<file path="src/rtl/pwm_timebase.sv">
module pwm_timebase #(
  parameter int CNT_W = 16,
  parameter int DIV_W = 3
) (
  input  logic             clk,
  input  logic             rst_n,
  input  logic             wr_en,
  input  logic             wr_sel,
  input  logic [15:0]      wr_data,
  output logic [CNT_W-1:0] cnt_q,
  output logic             zero_evt,
  output logic             prd_evt
);
  localparam int DMAX   = (1 << DIV_W) - 1;
  localparam int PS_MAX = (1 << DMAX) * 2 * DMAX;
  localparam int PS_W   = $clog2(PS_MAX + 1);
  localparam int HS_LO  = 7;
  localparam int CK_LO  = HS_LO + DIV_W;

  logic [15:0]      ctrl_q;
  logic [CNT_W-1:0] prd_act, prd_shd, prd_nxt, cnt_nxt;
  logic [PS_W-1:0]  ps_q, hs_fac, ps_total;
  logic             dir_q, dir_nxt, halted_q;
  logic [1:0]       mode, run;
  logic [DIV_W-1:0] hs_code, ck_code;
  logic             imm, tick, counting, adv, prd_wr, ctrl_wr;

  assign mode    = ctrl_q[1:0];
  assign run     = ctrl_q[15:14];
  assign imm     = ctrl_q[3];
  assign hs_code = ctrl_q[HS_LO +: DIV_W];
  assign ck_code = ctrl_q[CK_LO +: DIV_W];

  assign hs_fac   = (hs_code == '0) ? PS_W'(1) : PS_W'({hs_code, 1'b0});
  assign ps_total = hs_fac << ck_code;
  assign tick     = (ps_q >= ps_total - PS_W'(1));

  assign counting = !halted_q && (mode != 2'd3);
  assign adv      = tick && counting;
  assign zero_evt = adv && (cnt_q == '0);
  assign prd_evt  = adv && (cnt_q == prd_act);

  assign prd_wr  = wr_en && wr_sel;
  assign ctrl_wr = wr_en && !wr_sel;

  always_comb begin
    prd_nxt = prd_act;
    if (prd_wr && imm)
      prd_nxt = wr_data[CNT_W-1:0];
    else if (zero_evt && !imm)
      prd_nxt = prd_wr ? wr_data[CNT_W-1:0] : prd_shd;
  end

  always_comb begin
    cnt_nxt = cnt_q;
    dir_nxt = dir_q;
    case (mode)
      2'd0: begin
        dir_nxt = 1'b0;
        cnt_nxt = (cnt_q >= prd_act) ? '0 : cnt_q + CNT_W'(1);
      end
      2'd1: begin
        dir_nxt = 1'b1;
        cnt_nxt = (cnt_q == '0) ? prd_nxt : cnt_q - CNT_W'(1);
      end
      2'd2: begin
        if (!dir_q) begin
          if (cnt_q >= prd_act) begin
            dir_nxt = 1'b1;
            cnt_nxt = (cnt_q == '0) ? '0 : cnt_q - CNT_W'(1);
          end else begin
            cnt_nxt = cnt_q + CNT_W'(1);
          end
        end else begin
          if (cnt_q == '0) begin
            dir_nxt = 1'b0;
            cnt_nxt = (prd_nxt == '0) ? '0 : CNT_W'(1);
          end else begin
            cnt_nxt = cnt_q - CNT_W'(1);
          end
        end
      end
      default: ;
    endcase
  end

  always_ff @(posedge clk or negedge rst_n) begin
    if (!rst_n) begin
      ctrl_q   <= '0;
      prd_act  <= '0;
      prd_shd  <= '0;
      ps_q     <= '0;
      cnt_q    <= '0;
      dir_q    <= 1'b0;
      halted_q <= 1'b1;
    end else begin
      ps_q    <= tick ? '0 : ps_q + PS_W'(1);
      prd_act <= prd_nxt;
      if (prd_wr)  prd_shd <= wr_data[CNT_W-1:0];
      if (ctrl_wr) ctrl_q  <= wr_data;
      if (adv) begin
        cnt_q <= cnt_nxt;
        dir_q <= dir_nxt;
      end
      if (run[1])
        halted_q <= 1'b0;
      else if (adv && (run == 2'd0 || cnt_nxt == '0))
        halted_q <= 1'b1;
    end
  end
endmodule

</file>
<file path="config.mk">
export PLATFORM = sky130hd
export DESIGN_NAME = pwm_timebase
export DESIGN_NICKNAME = d
export VERILOG_FILES = /design/src/rtl/pwm_timebase.sv
export SDC_FILE = /design/constraint.sdc
export NUM_CORES = 1
export LEC_CHECK = 0
export ABC_AREA = 0
export BUFFER_PORTS_ARGS = -buffer_cell sky130_fd_sc_hd__buf_2
export CAP_MARGIN = 40
export CORE_ASPECT_RATIO = 1.2
export CORE_UTILIZATION = 50
export CTS_BUF_LIST = sky130_fd_sc_hd__clkbuf_4 sky130_fd_sc_hd__clkbuf_8 sky130_fd_sc_hd__clkbuf_16
export DETAILED_ROUTE_END_ITERATION = 6
export GPL_TIMING_DRIVEN = 0
export MAX_ROUTING_LAYER = met4
export PLACE_DENSITY = 0.78
export SETUP_SLACK_MARGIN = 0.4
export SLEW_MARGIN = 10
export SYNTH_ARGS = -nofsm -noshare
export SYNTH_HDL_FRONTEND = slang
export SYNTH_SLANG_ARGS = --single-unit
</file>
<file path="constraint.sdc">
create_clock -name clk -period 7.45 [get_ports clk]
set_input_delay 1.49 -clock clk [delete_from_list [all_inputs] [get_ports clk]]
set_output_delay 1.49 -clock clk [all_outputs]
set_load 0.02 [all_outputs]
</file>
; ---- After elaboration in Yosys (flattened, before gate mapping)
; Index checks and enable logic that the tools add are counted.
[word_totals]
in_bits = 20
regBits = 77
output_inout_bits = 18
wordCells = 59
[op_classes]
shifts = 1
n_reduce_logical = 22
magnitude_cmp = 2
n_mux = 19
eq_ne = 4
addsub = 4
[op_table]
columns = cell, count
row1 = 2-to-1 mux 16 bit, 9
row2 = zero test 16 bit, 3
row3 = case mux 16 bit (3 select lines), 1
row4 = "adder 16 x 1 -> 16 bit, second input constant", 1
row5 = equality test 16 bit, 1
row6 = greater-or-equal comparator 16 bit, 1
row7 = "subtractor 16 x 1 -> 16 bit, second input constant", 1
row8 = "adder 11 x 1 -> 11 bit, second input constant", 1
row9 = greater-or-equal comparator 11 bit, 1
row10 = 2-to-1 mux 11 bit, 1
row11 = << shifter 4 x 3 -> 11 bit, 1
row12 = "subtractor 11 x 1 -> 11 bit, second input constant", 1
row13 = logical AND 1 bit, 9
row14 = 2-to-1 mux 1 bit, 6
row15 = zero test 2 bit, 2
row16 = 2-to-1 mux 4 bit, 1
row17 = zero test 1 bit, 3
row18 = zero test 3 bit, 1
row19 = case mux 1 bit (3 select lines), 1
row20 = nonzero test 3 bit, 1
row21 = "equality test 2 x 1 -> 1 bit, second input constant", 1
row22 = "equality test 2 bit, second input constant", 1
row23 = "inequality test 2 bit, second input constant", 1
row24 = AND reduction 2 bit, 1
row25 = other kinds (2), 2

; ---- Logic depth before layout (Yosys ltp)
; Gate-level depths: netlist of the first run.
[logic_depth]
word_depth = 20
ltp_mapped = 23
mapped_depth_nobuf = 21

; ---- Worst setup path before layout of the first run
; OpenSTA, ideal clock, no wires.
[synth_path]
path_type = register -> output
startpoint = register ctrl_q[7]
endpoint = output port prd_evt
n_path_buf = 4
path_slack_ps = 1639
required_ps = 5960
arrival_time_ps = 4321
path_stages_with_launch = 19
cell_sequence = dfrtp_1 > clkbuf_1 > or3_1 > or4_1 > ha_1 > nor3b_1 > o211a_1 > and2_1 > nand2_1 > xnor2_1 > ha_1 > and3_1 > a221oi_1 > or2_2 > o21a_1 > clkbuf_1 > clkbuf_1 > clkbuf_1 > nor2_1
[synth_via]
elab_chain_cells = 7
[synth_rtl]
columns = item, line_no
row1 = "start, declared", 20  ; logic [15:0] ctrl_q;
row2 = "start signal, assigned", 100  ; if (ctrl_wr) ctrl_q <= wr_data;
row3 = zero test 3 bit, 34  ; assign hs_fac = (hs_code == '0) ? PS_W'(1) : PS_W'({hs_code, 1'b0});
row4 = 2-to-1 mux 4 bit (*), 34
row5 = << shifter 4 x 3 -> 11 bit (*), 35  ; assign ps_total = hs_fac << ck_code;
row6 = subtractor 11 x 1 -> 11 bit (*), 36  ; assign tick = (ps_q >= ps_total - PS_W'(1));
row7 = greater-or-equal comparator 11 bit (*), 36
row8 = logical AND 1 bit (*), 39  ; assign adv = tick && counting;
row9 = logical AND 1 bit (*), 41  ; assign prd_evt = adv && (cnt_q == prd_act);
row10 = "end, declared", 12  ; output logic prd_evt
; Mark *: on every way between the ends. The rest lies on a longest branch, timed or not.

; ---- Final worst setup path of the first run
[layout_path]
startpoint = register ctrl_q[7]
endpoint = output port zero_evt
[layout_via]
elab_chain_cells = 7
[layout_rtl]
columns = item, line_no
row1 = zero test 3 bit, 34
row2 = 2-to-1 mux 4 bit (*), 34
row3 = << shifter 4 x 3 -> 11 bit (*), 35
row4 = subtractor 11 x 1 -> 11 bit (*), 36
row5 = greater-or-equal comparator 11 bit (*), 36
row6 = logical AND 1 bit (*), 39
row7 = logical AND 1 bit (*), 40  ; assign zero_evt = adv && (cnt_q == '0);
row8 = "end, declared", 11  ; output logic zero_evt,
; Marks and branches as above.

==> results of run 1 <==
area by class of cell:
cell class,instances,share of cell area
buffer,45,0.02885
sequential,72,0.2828
clock inverter,7,0.01178
inverter,34,0.02061
timing repair buffer,40,0.03572
tap,132,0.02591
multi-input combinational,558,0.5590
clock buffer,9,0.03533
layer usage:
layer	up-vias	GRT usage
met5	-	-
met4	0	0.1976
met3	75	0.06150
met2	259	0.5373
met1	2788	0.4088
li1	2697	-
registers in the layout, summed over array words and instances, names as in the netlist:
signal and cells:
cnt_q 16, ctrl_q 11, dir_q 1, halted_q 1
prd_act 16, prd_shd 16, ps_q 11
worst register-to-register path, stage by stage (launching register included):
cell and delay (ns):
sky130_fd_sc_hd__dfrtp_1 0.42, sky130_fd_sc_hd__clkbuf_1 0.23, sky130_fd_sc_hd__or3_1 0.43, sky130_fd_sc_hd__or4_1 0.50
sky130_fd_sc_hd__ha_1 0.24, sky130_fd_sc_hd__nor3b_1 0.16, sky130_fd_sc_hd__o211a_1 0.14, sky130_fd_sc_hd__and2_1 0.18
sky130_fd_sc_hd__nand2_1 0.08, sky130_fd_sc_hd__xnor2_1 0.12, sky130_fd_sc_hd__ha_1 0.26, sky130_fd_sc_hd__and3_1 0.18
sky130_fd_sc_hd__a221oi_1 0.42, sky130_fd_sc_hd__or2_2 0.21, sky130_fd_sc_hd__o21ai_0 0.11, sky130_fd_sc_hd__clkbuf_1 0.39
sky130_fd_sc_hd__a31oi_1 0.26, sky130_fd_sc_hd__o21ai_0 0.17, sky130_fd_sc_hd__o2111ai_1 0.25, sky130_fd_sc_hd__nand4_1 0.15
sky130_fd_sc_hd__or4b_1 0.63, sky130_fd_sc_hd__o32ai_2 0.29
through the flow:
stage          hold WS [ns]  instance area [um2]
2_1_floorplan        0.4259                 5670
3_3_place_gp         0.4546                 6021
3_5_place_dp         0.4601                 6063
4_1_cts              0.4814                 6367
5_1_grt              0.4980                 6375
6_report             0.4760                 6375
where the power goes:
| part | leakage (nW) | internal, mW | switching, mW |
|---|---|---|---|
| sequential | 0.842 | 0.488 | 0.138 |
| combinational | 1.84 | 0.410 | 0.720 |
| clock | 0.151 | 0.263 | 0.195 |
layout by cell type (no fill, tap or decap), types with 10 or more instances in the layout:
master | synthesis | final
sky130_fd_sc_hd__nor2_1 | 69 | 69
sky130_fd_sc_hd__o21ai_0 | 39 | 39
sky130_fd_sc_hd__nand2_1 | 114 | 114
sky130_fd_sc_hd__a21oi_1 | 46 | 46
sky130_fd_sc_hd__nand3_1 | 22 | 22
sky130_fd_sc_hd__clkbuf_1 | 41 | 38
sky130_fd_sc_hd__xor2_1 | 12 | 12
sky130_fd_sc_hd__o221a_2 | 10 | 10
sky130_fd_sc_hd__dfrtp_1 | 71 | 71
sky130_fd_sc_hd__buf_2 | 1 | 39
sky130_fd_sc_hd__and3_1 | 14 | 14
sky130_fd_sc_hd__ha_1 | 35 | 35
sky130_fd_sc_hd__inv_1 | 32 | 32
sky130_fd_sc_hd__nor3_1 | 14 | 14
sky130_fd_sc_hd__or3_1 | 19 | 19
logic make-up (layout without fill, tap and decap cells):
group / Yosys count / after routing / share of synthesized area
buf+inv: 79 / 135 / 0.05384
mux: 12 / 12 / 0.02317
compound gates: 186 / 186 / 0.2357
xor+xnor: 19 / 19 / 0.02935
flops: 72 / 72 / 0.3180
fa+ha+maj: 35 / 35 / 0.07723
simple gates: 306 / 306 / 0.2628
path summary, 6_finish.rpt:
path | start | endpoint | slack (ns) | depth (start not counted)
worst max register to register | ctrl_q[7] | halted_q | 1.55 | 21
min in group asynchronous | rst_n | dir_q | 0.99 | 1
max in group asynchronous | rst_n | halted_q | 5.87 | 2
worst max-delay path | ctrl_q[7] | zero_evt | 0.69 | 19
worst min-delay path | prd_shd[5] | prd_shd[5] | 0.48 | 2
worst min register to register | prd_shd[5] | prd_shd[5] | 0.48 | 2
cells in the mapped netlist (10+ instances only):
cell and instances:
sky130_fd_sc_hd__a21oi_1 46, sky130_fd_sc_hd__and3_1 14, sky130_fd_sc_hd__clkbuf_1 41, sky130_fd_sc_hd__dfrtp_1 71, sky130_fd_sc_hd__ha_1 35, sky130_fd_sc_hd__inv_1 32
sky130_fd_sc_hd__nand2_1 114, sky130_fd_sc_hd__nand3_1 22, sky130_fd_sc_hd__nor2_1 69, sky130_fd_sc_hd__nor3_1 14, sky130_fd_sc_hd__o21ai_0 39, sky130_fd_sc_hd__o221a_2 10
sky130_fd_sc_hd__or3_1 19, sky130_fd_sc_hd__xor2_1 12
==> results.txt, run 1 <==
The flow ran to the end, and the final reports show no timing, DRC or antenna violations. The number of slew-limit violations in the final report came to 0. The highest ir drop seen on vdd came out at slightly above 0.0002 V. The worst setup path is captured at a primary output.

Setup violations remaining at the end of the flow were counted as 0. The length of routed wiring on met1 came out at around 7800 um. The path type of the worst setup path is reg -> out. The power density over the cells is between 300 and 400 mW/mm2. The top flip-flop cell by instance count after synthesis is sky130_fd_sc_hd__dfrtp_1. The routed wire length is 18920 um. The worst path in the final design needs a cycle of 6.755 ns, including I/O delays and setup. The width of the die came out at roughly 99 um.

The clock skew came out at between 0.01 and 0.015 ns. The count of cells resized by post-cts repair is 3. Entering global routing, the biggest net connects 62 pins. The worst slew margin relative to its limit came out at 0.4460. The net count of the finished layout is slightly above 800.

The number of top-level pins came out at 38. The pre-CTS worst setup slack is 0.4135 ns. The post-synthesis net count came out at between 700 and 800. The layout overhead on the synthesized area came out at 12.42%. The die is around 120 um tall. Each instance of the synthesized netlist takes up on average ~8.0 um2.

The residual overflow from global routing is 0. The final standard cell utilization of the core came out at 0.5777. For this run, the total global-route usage over all layers was measured as 0.3414. After detailed routing, the met2 layer carries between 8000 and 9000 um of wire. The antenna diode count came out at 0. The total DRC errors in the routed layout came out at 0. The slack of the critical path is ~0.7 ns. The number of distinct library cells after synthesis came out at 80. The count of H-tree levels built during CTS is 3. The number of setup buffers added after CTS is 0.

The final weighted congestion in routability-driven placement is slightly below 1. By area the synthesized netlist is led by sky130_fd_sc_hd__dfrtp_1 (31%), sky130_fd_sc_hd__ha_1 (7.7%), sky130_fd_sc_hd__nand2_1 (7.5%). The critical path's largest stage delay came out at 0.50 ns. The first global-routing pass estimated between 20000 and 30000 um of wire. In this run the remaining antenna-violating nets after routing total 0.

The number of failing hold endpoints at the final stage came out at 0. The post-route setup TNS came out at 0 ns. On the critical path the largest part of the delay comes from simple AND/OR/NAND/NOR gates. The Yosys step of the flow raised 0 warnings.

The tree is rooted in a sky130_fd_sc_hd__clkbuf_16. For this run, the register share of the synthesized area comes to 0.3180. The number of global-route vias before repair was 5533.

The largest total area in the synthesized netlist belongs to sky130_fd_sc_hd__dfrtp_1. The transition at the pin with the smallest max-transition slack is between 0.8 and 0.9 ns. The highest fanout seen on the critical path came out at 10. The number of placed cells counting well taps came out at between 800 and 900.

The max-capacitance violation count came out at 0. The count of flip-flops with a built-in enable after synthesis came out at 0. Port buffering added 37 buffers. The sequential cells in the finished layout cover a total of roughly 0.0018 mm2.

The post-route clock period utilization came out at 0.9068. The critical path data required time came out at between 5 and 6 ns. The analysis attributes to cell leakage a power of ~2.8 nW.

The number of cells produced by synthesis is 709. The final-layout fill cell count is 1034. The final HPWL from detailed placement came out at approximately 14000 um. Together, buffers and inverters on the worst path number 5. The core footprint is roughly 0.011 mm2. The fraction of layout instances using a drive strength above 1 came out at 0.1346. The highest metal layer carrying signal wires in the routed design is met4. The startpoint type of the worst setup path is a flip-flop. The fraction of synthesized cell area taken by the top area cell type is 0.3133. The area of the die came out at ~0.012 mm2. Counting the buffers created by CTS gives 9. The number of search-and-repair iterations in the first detailed-routing pass is 5.

The achievable clock frequency came out at 0.1480 GHz. The multi-input gate area in the final layout is 0.003563 mm2. The critical path data arrival time is about 5.3 ns. The initial cell density of the core came out at 0.5138. The critical path goes through clkbuf_1 > or3_1 > or4_1 > ha_1 > nor3b_1 > o211a_1 > and2_1 > nand2_1 > xnor2_1 > ha_1 > and3_1 > a221oi_1 > or2_2 > o21a_2 > clkbuf_2 > buf_2 > clkbuf_4 > nor2_1 > buf_2. Setup repair after global routing left no endpoint under its margin.

The clock-pin slew reported for the worst setup and hold paths after clock tree synthesis came out at about 0.070 ns. The total length of routed met3 wires is approximately 1100 um. For this block, the via count after detailed routing is about 5800. The post-synthesis instance area is around 0.0057 mm2. The number of antenna violations at the first check in global routing is 0. The cell with the largest stage delay on the worst path is sky130_fd_sc_hd__or4_1. The number of buffers on the longest clock path is 2. The synthesized design contains 72 register bits. The fraction of registers with async set/reset came out at 1.000. The standard-cell row count is between 40 and 50.

TritonCTS built the clock tree. For this block, the initial DRC count from the detailed router was roughly 510. The vias per cell is between 6 and 7. The worst min-delay path category is reg -> reg. The clock drives 72 sinks. Total power for the finished layout comes to 2.213 mW.

Once layout is complete, the cells apart from fillers number around 900. The source-to-sink clock delay at the later pin of the worst-skew pair came out at around 0.35 ns. The mean routed wirelength per cell came out at approximately 21 um. The number of hold buffers added after cts came out at 0.
Note: power is estimated with default switching activity, not from simulation.
==> inputs of run 2 (changes only) <==
--- a/config.mk
+++ b/config.mk
@@ -8,13 +8,15 @@
 export ABC_AREA = 0
 export BUFFER_PORTS_ARGS = -buffer_cell sky130_fd_sc_hd__buf_2
 export CAP_MARGIN = 40
+export CELL_PAD_IN_SITES_DETAIL_PLACEMENT = 1
+export CELL_PAD_IN_SITES_GLOBAL_PLACEMENT = 2
 export CORE_ASPECT_RATIO = 1.2
-export CORE_UTILIZATION = 50
+export CORE_UTILIZATION = 37
 export CTS_BUF_LIST = sky130_fd_sc_hd__clkbuf_4 sky130_fd_sc_hd__clkbuf_8 sky130_fd_sc_hd__clkbuf_16
 export DETAILED_ROUTE_END_ITERATION = 6
 export GPL_TIMING_DRIVEN = 0
 export MAX_ROUTING_LAYER = met4
-export PLACE_DENSITY = 0.78
+export PLACE_DENSITY = 0.91
 export SETUP_SLACK_MARGIN = 0.4
 export SLEW_MARGIN = 10
 export SYNTH_ARGS = -nofsm -noshare
==> run 2 against run 1 <==
  * Sequential share of layout area shrank 0.41 points
  * Final cell count grew 7.8%
  * Cell area grew 1.5%
  * Clock skew shrank 0.0041 ns
  * Clock-buffer cell count grew 3
  * Worst hold slack gained 0.011 ns
  * Largest cell class unchanged
  * Highest routed layer unchanged
==> results.txt, run 2 (synthesis results as in run 1) <==
In the layout the commonest cells are sky130_fd_sc_hd__nand2_1 (114), sky130_fd_sc_hd__dfrtp_1 (71), sky130_fd_sc_hd__nor2_1 (69), sky130_fd_sc_hd__a21oi_1 (46), sky130_fd_sc_hd__o21ai_0 (39). The number of setup violations in the final report came out at 0. The path type of the worst setup path is reg -> out.

Compared with the post-synthesis result, the final layout area differs by 14.08%. The pin count of the biggest net entering global routing came out at 55. The largest registers in the layout are cnt_q (16), prd_act (16), prd_shd (16). The global-route wire length before repair came out at ~33000 um. The critical path data arrival time is about 5.3 ns. The region available for standard cell placement spans about 0.015 mm2. The highest ir drop seen on vdd is about 0.00019 V. The number of slew-limit violations in the final report was 0. The post-route setup TNS came out at 0 ns. The max-capacitance violation count is 0. STA classifies the critical path startpoint as a flip-flop. Counting along the longest clock path gives a buffer depth of 2. The clock-pin slew reported for the worst setup and hold paths after clock tree synthesis came out at ~0.060 ns. The mean routed wirelength per cell came out at between 20 and 25 um. The count of H-tree levels built during CTS came out at 3. The number of port buffers is 37. The number of failing hold endpoints at the final stage is 0. The critical path data required time is roughly 6.0 ns.

The number of antenna violations at the first check in global routing is 0. The number of search-and-repair iterations in the first detailed-routing pass is 4. The minimum period implied by the final worst setup slack came out at 6.749 ns. The via count came out at around 5800. The startpoint identified for the worst register-to-register timing path is ctrl_q[7]. The pre-CTS worst setup slack is 0.1431 ns. The DRC marker count from the first detailed-route iteration came out at around 300. The final HPWL from detailed placement came out at about 16000 um. The height of the chip came out at 137.6 um. In the finished design, the share of the clock period the worst path needs comes to 0.9060. The clock skew is about 0.0063 ns. The worst slew margin relative to its limit is 0.4075. The worst setup path is captured at a primary output. The count of nets left with antenna violations once routing finished came out at 0. After detailed routing, the number of vias per cell comes to about 6.0. Setup repair after global routing left no endpoint under its margin. The cell at the root of the clock tree is sky130_fd_sc_hd__clkbuf_16. In the final layout, flip-flops and latches occupy 0.001803 mm2. Dividing total power by cell area gives a power density of roughly 350 mW/mm2.

Leaving out fill and tap cells, the most frequent cell in the layout is sky130_fd_sc_hd__nand2_1. The highest fanout seen on the critical path came out at 10. The routed wire length is 21360 um. The startpoint identified for the worst hold timing path is prd_shd[0].

The slack of the critical path came out at ~0.7 ns. The source-to-sink clock delay at the later pin of the worst-skew pair is 0.35 ns. The area of the die came out at about 0.016 mm2. The standard-cell row count came out at slightly below 50. The initial cell density of the core came out at 0.3791.

Global routing finished with a remaining overflow of 0. The leakage power is between 2 and 3 nW. The final-layout fill cell count is between 1500 and 2000. The number of nets in the finished design came out at 814. Summing all multi-input logic gate instances after layout gives 0.003575 mm2. TritonCTS built the clock tree. The number of top-level pins came out at 38. The antenna diode count is 0. The aggregate global-route resource usage came out at 0.2875. The flow ran to the end, and the final reports show no timing, DRC or antenna violations.

The fraction of layout instances using a drive strength above 1 is 0.1337. The worst setup path startpoint is ctrl_q[7]. The achievable clock frequency is 0.1482 GHz.

The final weighted congestion in routability-driven placement is 0.9232. Counting the buffers created by CTS gives 9. The worst min-delay path category is reg -> reg. The width of the die is ~120 um. The total DRC errors in the routed layout came out at 0. In this run the post-CTS setup repair buffer count came out at 0. The transition at the pin with the smallest max-transition slack came out at 0.8872 ns. The number of global-route vias before repair was 6133. The clock drives 72 sinks.
## run 2: changes by cell type in the layout (fill, tap and decap cells not counted), sizes merged
| cell | delta |
|---|---|
| inv | -3 |
| clkinv | -1 |
| clkbuf | +3 |
| clkdlybuf4s18 | +1 |
| buf | -2 |
## run 2: power breakdown
group	internal [mW]	leakage, nW	switching (mW)
Clock	0.274	0.145	0.181
Sequential	0.488	0.842	0.142
Combinational	0.414	1.84	0.752
## run 2: metal layers
metal  GRT usage  up-vias  share of wire
met5           -        -              0
met4      0.1522        0          0.045
met3     0.03212       63          0.038
met2      0.5090      190           0.52
met1      0.3167     2910           0.40
li1            -     2683              -
## run 2: path summary, 6_finish.rpt
check                             endpoint  slack [ns]  cells past startpoint
min in group asynchronous         cnt_q[4]        1.03                      1
max in group asynchronous          ps_q[0]        5.83                      2
worst max-delay path              zero_evt        0.70                     19
worst min register to register  prd_shd[0]        0.49                      1
worst min-delay path            prd_shd[0]        0.49                      1
worst max register to register    halted_q        1.44                     21
## run 2: area by class of cell
| class | instances | share of cell area |
|---|---|---|
| repair buffers | 39 | 0.03482 |
| multi-input cells | 558 | 0.5526 |
| flip-flops and latches | 72 | 0.2787 |
| inverters | 34 | 0.01973 |
| clock buffers | 12 | 0.03927 |
| well taps | 204 | 0.03946 |
| plain buffers | 45 | 0.02882 |
| clock inverters | 3 | 0.006576 |
## run 2: critical path, stage by stage (launching register included)
cell,delay (ns)
sky130_fd_sc_hd__dfrtp_1,0.43
sky130_fd_sc_hd__clkbuf_1,0.24
sky130_fd_sc_hd__or3_1,0.46
sky130_fd_sc_hd__or4_1,0.50
sky130_fd_sc_hd__ha_1,0.26
sky130_fd_sc_hd__nor3b_1,0.17
sky130_fd_sc_hd__o211a_1,0.14
sky130_fd_sc_hd__and2_1,0.19
sky130_fd_sc_hd__nand2_1,0.08
sky130_fd_sc_hd__xnor2_1,0.12
sky130_fd_sc_hd__ha_1,0.27
sky130_fd_sc_hd__and3_1,0.20
sky130_fd_sc_hd__a221oi_2,0.34
sky130_fd_sc_hd__or2_2,0.19
sky130_fd_sc_hd__o21a_2,0.22
sky130_fd_sc_hd__clkbuf_4,0.26
sky130_fd_sc_hd__buf_2,0.29
sky130_fd_sc_hd__clkbuf_4,0.29
sky130_fd_sc_hd__nor2_1,0.06
sky130_fd_sc_hd__buf_2,0.18
## run 2: what timing repair did
action | 4_1_cts | 5_1_grt
hold buffers | 0 | 0
hold endpoints to repair | 0 | 0
setup endpoints to repair | 2 | 2
gates resized for setup | 5 | 4
## run 2: through the flow
step	util	hold WS, ns	instance area, um2	std cells	power [mW]
after floorplan	-	0.4259	5670	709	1.384
after global placement	0.4085	0.4525	6111	950	1.715
after detailed placement	0.4115	0.4682	6156	952	1.774
after CTS	0.4322	0.4858	6465	967	2.238
after global routing	0.4324	0.5064	6469	967	2.387
final	0.4324	0.4872	6469	967	2.251
==> inputs of run 3 (changes only) <==
--- a/config.mk
+++ b/config.mk
@@ -11,12 +11,14 @@
 export CELL_PAD_IN_SITES_DETAIL_PLACEMENT = 1
 export CELL_PAD_IN_SITES_GLOBAL_PLACEMENT = 2
 export CORE_ASPECT_RATIO = 1.2
+export CORE_MARGIN = 5
 export CORE_UTILIZATION = 37
 export CTS_BUF_LIST = sky130_fd_sc_hd__clkbuf_4 sky130_fd_sc_hd__clkbuf_8 sky130_fd_sc_hd__clkbuf_16
 export DETAILED_ROUTE_END_ITERATION = 6
 export GPL_TIMING_DRIVEN = 0
 export MAX_ROUTING_LAYER = met4
 export PLACE_DENSITY = 0.91
+export REMOVE_ABC_BUFFERS = 1
 export SETUP_SLACK_MARGIN = 0.4
 export SLEW_MARGIN = 10
 export SYNTH_ARGS = -nofsm -noshare
==> run 3 against run 2 <==
  * Global-route usage fell by 6.0 points
  * Non-clock buffer count fell by 41
  * Die area rose by 13%
==> results.txt, run 3 (synthesis results as in run 1) <==
The flow ran to the end, and the final reports show no timing, DRC or antenna violations. The final non-filler cell area came out at roughly 0.0063 mm2. Once layout is complete, the utilization of the core stands at 0.4227. The final-layout fill cell count came out at approximately 1800. The pin count of the biggest net entering global routing is between 50 and 60.

Internal power comes to approximately 1.2 mW. The mean routed wirelength per cell came out at a little over 20 um. In this run the worst path has a maximum fanout of 22. In the final layout, the registers with the most flip-flops are cnt_q (16), prd_act (16), prd_shd (16). The count of H-tree levels built during CTS is 3. The number of top-level pins came out at 38. The critical path data arrival time is 4.96 ns. The leakage power is 2.805 nW. The area after detailed placement came out at between 0.006 and 0.007 mm2. The number of global-route vias before repair came out at ~6000.

The first global-routing pass estimated about 31000 um of wire. After detailed routing, the number of remaining DRC violations is 0. STA puts the critical path data required time at a little under 6 ns. The highest ir drop seen on vdd came out at around 0.00017 V. At the pin with the least slew margin, the transition time is between 0.8 and 0.9 ns. The post-route non-filler standard cell count is about 930.

The number of slew-limit violations in the final report came out at 0. The vias per cell came out at roughly 6.1. The remaining number of nets flagged by the antenna check after routing came out at 0. The clock share of power came out at 0.217.

The library cell used most frequently in the layout, excluding fill and tap cells, is sky130_fd_sc_hd__nand2_1. The worst min-delay path category is reg -> reg. In the layout the commonest cells are sky130_fd_sc_hd__nand2_1 (114), sky130_fd_sc_hd__dfrtp_1 (71), sky130_fd_sc_hd__nor2_1 (69), sky130_fd_sc_hd__a21oi_1 (46).

Of the total power, combinational logic draws 0.464. Row generation in the floorplan step produced 49 rows. Across every metal layer, demand over resource in global routing totals 0.2278. The total length of routed met3 wires is 800 um. Setup total negative slack on the finished layout was measured at 0 ns. The floorplan step defined a core boundary enclosing between 0.015 and 0.02 mm2.

TritonCTS built the clock tree. The number of placed cells counting well taps came out at just over 900. The length of routed wiring on met1 came out at between 7000 and 8000 um. The cell with the largest stage delay on the worst path is sky130_fd_sc_hd__dfrtp_1.

The DRC marker count from the first detailed-route iteration came out at 450. Across all setup checks in the final design, the least slack found is around 1 ns. The number of search-and-repair iterations in the first detailed-routing pass is 5.

Clock tree synthesis selected as its root buffer the cell sky130_fd_sc_hd__clkbuf_16. In the detailed route, the total length drawn on met2 is ~9600 um. Walking the worst path, the cells encountered are clkinv_1 > nand2_1 > o21ai_0 > o21ai_0 > nor2_1 > nor3b_1 > o211a_1 > and2_1 > nand2_1 > xnor2_1 > ha_1 > and3_1 > a221oi_1 > or2_2 > o21a_2 > buf_16 > nor2_1 > buf_2. The startpoint type of the worst setup path is a flip-flop. The clock passes through at most 2 buffers. Power spread over the standard cell area amounts to around 350 mW/mm2. The number of nets in the finished design came out at just under 800. The clock-pin slew reported for the worst setup and hold paths after clock tree synthesis is roughly 0.060 ns. The minimum period implied by the final worst setup slack came out at between 6 and 7 ns.

Measured against its own limit, the worst slew margin works out to 0.3978. The routed wire length came out at 19270 um. The fraction of layout instances using a drive strength above 1 is 0.1411.

The layout overhead on the synthesized area is 11.96%. The post-route clock period utilization came out at 0.8652. The part of the total power dissipated in sequential elements is 0.319.

Summed over all layers, the global routing overflow is 0. The pre-CTS worst setup slack is roughly 1.1 ns. Setup repair after global routing left no endpoint under its margin. The total number of clock tree sinks is a little over 70.

Routed signal wires occupy layers up through met4. The largest single stage delay on the critical path is between 0.6 and 0.7 ns. Summing all multi-input logic gate instances after layout gives between 0.003 and 0.004 mm2. STA classifies the critical path endpoint as a primary output. The net switching share of the total power came out at 0.4641. The antenna diode count is 0. The max-capacitance violation count came out at 0. The number of antenna violations at the first check in global routing was 0. The number of hold buffers added after CTS was 0. The source-to-sink clock delay at the later pin of the worst-skew pair is approximately 0.35 ns. The number of failing hold endpoints at the final stage came out at 0. The congestion estimate from routability-driven global placement came to roughly 0.96. In this run the vertical extent of the chip is 145.6 um. The TritonCTS buffer count came out at 9. The worst slack on hold paths is 0.4764 ns. The total area of sequential cells came out at 0.001803 mm2. Derived from the worst setup path, the maximum achievable clock frequency is ~0.16 GHz. The number of port buffers came out at 37.

The initial cell density of the core came out at 0.3775. The via count came out at 5612. The width of the die came out at between 100 and 150 um. After legalization and detailed placement, the total HPWL measured 14630 um. For this design the total switching power over the nets is about 1.0 mW. The die covers roughly 0.018 mm2. The clock skew is 0.008075 ns. The number of setup violations in the final report is 0. The power consumption is 2.217 mW. The path type of the worst setup path is reg -> out.
-- run 3: cell count changes in the layout (fill, tap and decap cells not counted), sizes merged --
cell,change
clkbuf,-41
clkdlybuf4s18,-1
bufinv,+1
clkinv,+1
-- run 3: repair_timing --
item                                   4_1_cts  5_1_grt
buffers inserted                             0        0
gates resized for setup                      0        1
endpoints found under the hold margin        0        0
setup endpoints to repair                    0        2
-- run 3: metal layers --
metal  vias up  track usage
li1       2604            -
met1      2778       0.2695
met2       168       0.3713
met3        62      0.03305
met4         0       0.1197
met5         -            -
-- run 3: power groups by stage --
stage               sequential, mW  combinational [mW]  clock, mW
finish                       0.707                1.03      0.481
global route                 0.729                1.14      0.505
CTS                          0.703                1.03      0.488
detailed placement           0.708                1.02          0
global placement             0.701               0.947          0
floorplan                    0.684               0.667          0
-- run 3: path summary, 6_finish.rpt --
| path | slack [ns] | cells past startpoint | startpoint | endpoint |
|---|---|---|---|---|
| setup / recovery | 1.00 | 18 | ctrl_q[10] | prd_evt |
| hold / removal | 0.48 | 2 | prd_shd[10] | prd_shd[10] |
| setup reg to reg | 1.16 | 21 | ctrl_q[10] | halted_q |
| hold reg to reg | 0.48 | 2 | prd_shd[10] | prd_shd[10] |
| max in group asynchronous | 5.82 | 2 | rst_n | prd_act[15] |
| min in group asynchronous | 1.05 | 1 | rst_n | cnt_q[4] |
-- run 3: final cells by class --
type / instances / area share
multi-input cells: 558 / 0.5623
flip-flops and latches: 72 / 0.2840
clock buffers: 11 / 0.03784
inverters: 34 / 0.02010
repair buffers: 43 / 0.04277
well taps: 204 / 0.04020
clock inverters: 5 / 0.01281
-- run 3: worst max-delay path, delay by kind of cell, from the launching register on --
family          cells  cell delay, ns
compound gates      5            1.37
xor+xnor            1            0.18
fa+ha+maj           1            0.26
buf+inv             3            0.75
flops               1            0.64
simple gates        8            1.39
